==> config.mk <==
export PLATFORM = sky130hd
export DESIGN_NAME = pred_lookup
export DESIGN_NICKNAME = d
export VERILOG_FILES = /design/src/rtl/pred_pkg.sv /design/src/rtl/pred_table.sv /design/src/rtl/pred_select.sv /design/src/rtl/pred_mask_gen.sv /design/src/rtl/pred_lookup.sv
export SDC_FILE = /design/constraint.sdc
export NUM_CORES = 1
export LEC_CHECK = 0
export BUFFER_PORTS_ARGS = -buffer_cell sky130_fd_sc_hd__clkbuf_2
export CAP_MARGIN = 5
export CORE_UTILIZATION = 55
export CTS_CLUSTER_DIAMETER = 50
export DETAILED_ROUTE_END_ITERATION = 12
export PLACE_DENSITY = 0.76
export SETUP_SLACK_MARGIN = 0.5
export SLEW_MARGIN = 5
export SYNTH_ARGS = -nofsm -noshare
export SYNTH_HDL_FRONTEND = slang
export SYNTH_SLANG_ARGS = --single-unit
==> constraint.sdc <==
create_clock -name clk -period 2.8 [get_ports clk]
set_clock_uncertainty 0.2 [all_clocks]
set_input_delay 0.14 -clock clk [delete_from_list [all_inputs] [get_ports clk]]
set_output_delay 0.14 -clock clk [all_outputs]
set_load 0.01 [all_outputs]
==> src/rtl/pred_pkg.sv <==
package pred_pkg;

  typedef enum logic {
    FILE_INT = 1'b0,
    FILE_FP  = 1'b1
  } file_sel_e;

  localparam int NUM_FILES = 2;

  typedef struct packed {
    logic active;
    logic invert;
    logic zero;
  } pred_flags_t;

  localparam pred_flags_t FLAGS_OFF = '{active: 1'b0, invert: 1'b0, zero: 1'b0};

endpackage

==> src/rtl/pred_table.sv <==
module pred_table
  import pred_pkg::*;
#(
  parameter int NENT   = 32,
  parameter int IREG_W = 5,
  parameter int ENT_W  = $clog2(NENT)
) (
  input  logic              clk,
  input  logic              rst_n,
  input  logic              we,
  input  logic [ENT_W-1:0]  w_idx,
  input  pred_flags_t       w_flags,
  input  logic [IREG_W-1:0] w_src,
  input  logic [ENT_W-1:0]  r_idx,
  output pred_flags_t       r_flags,
  output logic [IREG_W-1:0] r_src
);

  pred_flags_t       flags_q [NENT];
  logic [IREG_W-1:0] src_q   [NENT];

  for (genvar e = 0; e < NENT; e++) begin : g_ent
    logic hit;
    assign hit = we && (w_idx == ENT_W'(e));
    always_ff @(posedge clk) begin
      if (!rst_n) begin
        flags_q[e] <= FLAGS_OFF;
        src_q[e]   <= '0;
      end else if (hit) begin
        flags_q[e] <= w_flags;
        src_q[e]   <= w_src;
      end
    end
  end

  assign r_flags = flags_q[r_idx];
  assign r_src   = src_q[r_idx];

endmodule

==> src/rtl/pred_select.sv <==
module pred_select
  import pred_pkg::*;
#(
  parameter int IREG_W = 5
) (
  input  logic              fp_sel,
  input  pred_flags_t       int_flags,
  input  logic [IREG_W-1:0] int_src,
  input  pred_flags_t       fp_flags,
  input  logic [IREG_W-1:0] fp_src,
  output pred_flags_t       sel_flags,
  output logic [IREG_W-1:0] sel_src
);

  always_comb begin
    if (file_sel_e'(fp_sel) == FILE_FP) begin
      sel_flags = fp_flags;
      sel_src   = fp_src;
    end else begin
      sel_flags = int_flags;
      sel_src   = int_src;
    end
  end

endmodule

==> src/rtl/pred_mask_gen.sv <==
module pred_mask_gen
  import pred_pkg::*;
#(
  parameter int XLEN = 64
) (
  input  pred_flags_t     flags,
  input  logic [XLEN-1:0] src_val,
  output logic [XLEN-1:0] mask,
  output logic            zero_mode
);

  function automatic logic [XLEN-1:0] shape_mask(input logic act, input logic inv,
                                                 input logic [XLEN-1:0] v);
    logic [XLEN-1:0] r;
    if (!act)     r = '1;
    else if (inv) r = ~v;
    else          r = v;
    return r;
  endfunction

  assign mask      = shape_mask(flags.active, flags.invert, src_val);
  assign zero_mode = flags.active & flags.zero;

endmodule

==> src/rtl/pred_lookup.sv <==
module pred_lookup
  import pred_pkg::*;
#(
  parameter int XLEN   = 64,
  parameter int NENT   = 32,
  parameter int IREG_W = 6,
  parameter int ENT_W  = $clog2(NENT)
) (
  input  logic              clk,
  input  logic              rst_n,
  input  logic              wr_en,
  input  logic              wr_fp,
  input  logic [ENT_W-1:0]  wr_idx,
  input  logic              wr_active,
  input  logic              wr_invert,
  input  logic              wr_zero,
  input  logic [IREG_W-1:0] wr_src,
  input  logic              lk_fp,
  input  logic [ENT_W-1:0]  lk_reg,
  output logic [IREG_W-1:0] rf_addr,
  input  logic [XLEN-1:0]   rf_data,
  output logic [XLEN-1:0]   mask_out,
  output logic              zero_out
);

  pred_flags_t       w_flags;
  pred_flags_t       tab_flags [NUM_FILES];
  logic [IREG_W-1:0] tab_src   [NUM_FILES];
  pred_flags_t       sel_flags;
  logic [IREG_W-1:0] sel_src;
  logic              sel_active;
  logic              sel_invert;
  logic              sel_zero;

  assign w_flags = '{active: wr_active, invert: wr_invert, zero: wr_zero};

  for (genvar f = 0; f < NUM_FILES; f++) begin : g_file
    logic we_f;
    assign we_f = wr_en && (wr_fp == f[0]);
    pred_table #(.NENT(NENT), .IREG_W(IREG_W), .ENT_W(ENT_W)) u_tab (
      .clk    (clk),
      .rst_n  (rst_n),
      .we     (we_f),
      .w_idx  (wr_idx),
      .w_flags(w_flags),
      .w_src  (wr_src),
      .r_idx  (lk_reg),
      .r_flags(tab_flags[f]),
      .r_src  (tab_src[f])
    );
  end

  pred_select #(.IREG_W(IREG_W)) u_sel (
    .fp_sel   (lk_fp),
    .int_flags(tab_flags[0]),
    .int_src  (tab_src[0]),
    .fp_flags (tab_flags[1]),
    .fp_src   (tab_src[1]),
    .sel_flags(sel_flags),
    .sel_src  (sel_src)
  );

  assign sel_active = sel_flags.active;
  assign sel_invert = sel_flags.invert;
  assign sel_zero   = sel_flags.zero;
  assign rf_addr    = sel_src;

  pred_mask_gen #(.XLEN(XLEN)) u_gen (
    .flags    (sel_flags),
    .src_val  (rf_data),
    .mask     (mask_out),
    .zero_mode(zero_out)
  );

endmodule

==> results.toml <==
[global_routing]
antenna_violations_before_repair = 1
grt_first_pass_wirelength_um = 106000
grt.busiest_layer = "met2"
globalRouteOverflowTotal = 0
grt_max_degree = 66
groute.layer.met3.usage_pct = 5.22
groute.usage.overall_pct = 28.9
globalRouteMet1Util_pct = 40.9
m2_gr_usage_pct = 45.7
grt_pass1_vias = 16200

[yosys]
synth_top_cell_area_share_pct = 63.2
ranking_of_synthesized_cells_by_instance_count = "577 x sky130_fd_sc_hd__and2_1, 576 x sky130_fd_sc_hd__edfxtp_1, 158 x sky130_fd_sc_hd__mux4_2"
netlist-cell-type-count = 32
post_synth_inst_count = 1767
synth_most_common_cell = "sky130_fd_sc_hd__and2_1"
yosysSeqAreaShare_pct = 63.2
syn-mean-instance-area_um2 = 15.5
syn-cell-area_um2 = 27400
ys_top_cells_by_area = "sky130_fd_sc_hd__edfxtp_1 63%, sky130_fd_sc_hd__and2_1 13%, sky130_fd_sc_hd__mux4_2 13%"
synthArstFlopShare_pct = 0
netlist.top_cell.by_area = "sky130_fd_sc_hd__edfxtp_1"
synth-main-ff-cell = "sky130_fd_sc_hd__edfxtp_1"
synth_enable_flop_cells = 576
synthesis.yosys.warnings = 0
syn_nets = 1855
postSynthRegisterBits = 576

[route]
detail_route.drc_violations = 0
vias = 16500
dr.first_iter.drc_count = 1991
antenna_violating_nets_post_route = 0
wl_per_cell_um = 26.4
detail_route.first_pass.iterations = 5
finalWirelength_um = 71500
viasPerCell = 6.08

[hold_path]
worst_hold_path.endpoint = "g_file[1].u_tab.src_q[3][1]"
hold_path.startpoint = "wr_src[1]"
min_path_type = "input port to register"
hold_depth = 3

[setup_path]
cp-end-kind = "output port"
cpLargestDelayFamily = "multiplexers"
timing.critical_path.arrival_ns = 3.04
crit_path_cell_trace = "mux4_2 > mux4_2 > nand2b_4 > o211ai_4 > o22ai_4 > buf_12 > mux2i_1 > buf_2"
crit_buf_inv = 2
worst_path_max_delay_cell = "sky130_fd_sc_hd__mux4_2"
crit_top_cell = "sky130_fd_sc_hd__mux4_2"
crit_required_ns = 2.46
critical_path_peak_fanout = 36
critical_path.max_stage_delay_ns = 0.52
setup.worst_path.class = "register to output port"
start_kind = "register"

[sta]
max-slew-margin-rel_pct = 46.3
slew_at_the_pin_closest_to_its_max_slew_limit_ns = 0.805
period_needed_ns = 3.38
finalMaxSlewViolations = 0
setup_viol = 71
layout_worst_path_cycle_share_pct = 121
hold_viol_final = 0
fin_hold_ws_ns = 0.114
max_freq_ghz = 0.296
worst_slack_ns = -0.576
grt_setup_unrepaired = "true"

[clock_network]
tritoncts.num_buffers = 58
post-cts-setup-buffer-count = 0
clock_tree.buffer_depth = 3
hold_fix_buffers_at_cts = 0
tritoncts = "done"
worst_setup_hold_path_clk_slew_ns = 0.06
htree_levels = 2
numClockSinks = 576
clock-root-buffer = "sky130_fd_sc_hd__clkbuf_16"

[die]
rows = 81
die-area_um2 = 50600
io-pin-count = 159
die_height_um = 225
start_util_pct = 55.8
floorplan.die.width_um = 225
floorplan.core_area_um2 = 49100

[outcome]
run_status = "complete, but fails checks"
violations = "negative setup slack"

[flow_run]
max-cap-violations = 0

[pwr]
irDropWorstVdd_uv = 556
cell_internal_pwr_mw = 15.4
power_density_nw_per_um2 = 630
seqPwrFrac_pct = 49.9
comb_power_share_pct = 12.2
leakage_nw = 11.4
power.switching_fraction_pct = 23.8
switching_power_mw = 4.81
clock_power_share_pct = 37.9

[layout]
nets = 2089
final.fill_count = 3400
antenna_cells = 0
layout.core_utilization_pct = 65.3
syn_to_final_growth_pct = 17.1
drive_above_1_share_pct = 30.2

[placement]
io_buffer_count = 158
place_congestion = 0.883
hpwlAfterDp_um = 47700
[flip-flops by register name (all words and copies together) (netlist names)]
register and count:
g_file.u_tab.flags_q 192, g_file.u_tab.src_q 384
[power groups by stage]
| stage | logic [mW] | clock network [mW] | registers, mW |
|---|---|---|---|
| 2_1_floorplan | 1.50 | 0 | 10.2 |
| 3_3_place_gp | 2.35 | 0 | 10.2 |
| 3_5_place_dp | 2.40 | 0 | 10.2 |
| 4_1_cts | 2.43 | 7.68 | 10.1 |
| 5_1_grt | 2.58 | 7.99 | 10.1 |
| 6_report | 2.47 | 7.64 | 10.1 |
[kinds of logic (layout without fill, tap and decap cells)]
| logic type | after synthesis | count (layout) | synth area share (%) |
|---|---|---|---|
| compound gates | 88 | 88 | 1.83 |
| buf+inv | 137 | 417 | 2.39 |
| mux | 267 | 267 | 17.4 |
| flops | 576 | 576 | 63.2 |
| simple gates | 699 | 699 | 15.2 |
[routing by layer]
metal | vias to the layer above | routed length [um]
li1 | 7044 | -
met1 | 8231 | 27500
met2 | 1070 | 33800
met3 | 137 | 7860
met4 | 2 | 2310
met5 | - | 13
[repair_timing]
action,4_1_cts,5_1_grt
pin swaps,4,0
cloned,0,0
resized for setup,19,75
endpoints found under the setup margin,71,71
[final cells by class]
type | count | area [um^2] | area share (%)
flip-flops and latches | 576 | 17300 | 54.0
inverters | 1 | 3.75 | 0.0117
clock inverters | 39 | 364 | 1.14
clock buffers | 67 | 1490 | 4.64
repair buffers | 310 | 2180 | 6.81
well taps | 664 | 831 | 2.59
multi-input cells | 1054 | 9870 | 30.8
[stage by stage]
step / TNS (ns) / setup WS, ns / total power, mW / cells / cell area [um^2]
floorplan: 0 / 0.317 / 11.7 / 1767 / 28000
global placement: -5.15 / -0.0900 / 12.6 / 2605 / 30100
detailed placement: -5.75 / -0.103 / 12.6 / 2605 / 30100
CTS: -37.49 / -0.580 / 20.2 / 2711 / 32000
global route: -40.64 / -0.642 / 20.7 / 2711 / 32000
finish: -36.45 / -0.576 / 20.2 / 2711 / 32000
[worst max path at each step]
stage | endpoint | slack (ns) | cells past startpoint | start
2_1_floorplan | zero_out | 0.32 | 7 | lk_reg[0]
3_3_place_gp | mask_out[6] | -0.09 | 9 | lk_reg[0]
3_5_place_dp | mask_out[28] | -0.10 | 9 | lk_reg[0]
4_1_cts | mask_out[46] | -0.58 | 8 | g_file[0].u_tab.flags_q[4][2]
5_1_grt | mask_out[2] | -0.64 | 8 | g_file[0].u_tab.flags_q[28][2]
6_report | mask_out[2] | -0.58 | 8 | g_file[0].u_tab.flags_q[4][2]
[worst min-delay path, stage by stage]
cell and delay [ns]:
sky130_fd_sc_hd__clkbuf_2 0.08, sky130_fd_sc_hd__buf_4 0.29, sky130_fd_sc_hd__and2_1 0.24
[cells in the final DEF, fill, tap and decap left out, types with 23 or more instances in the layout]
| cell type | instances |
|---|---|
| sky130_fd_sc_hd__and2_1 | 577 |
| sky130_fd_sc_hd__edfxtp_1 | 576 |
| sky130_fd_sc_hd__mux4_2 | 163 |
| sky130_fd_sc_hd__buf_4 | 137 |
| sky130_fd_sc_hd__clkbuf_2 | 91 |
| sky130_fd_sc_hd__nor2_1 | 71 |
| sky130_fd_sc_hd__o21ai_0 | 64 |
| sky130_fd_sc_hd__clkbuf_16 | 58 |
| sky130_fd_sc_hd__buf_2 | 58 |
| sky130_fd_sc_hd__mux2i_1 | 54 |
| sky130_fd_sc_hd__mux2i_4 | 23 |
Note: power is estimated with default switching activity, not from simulation.
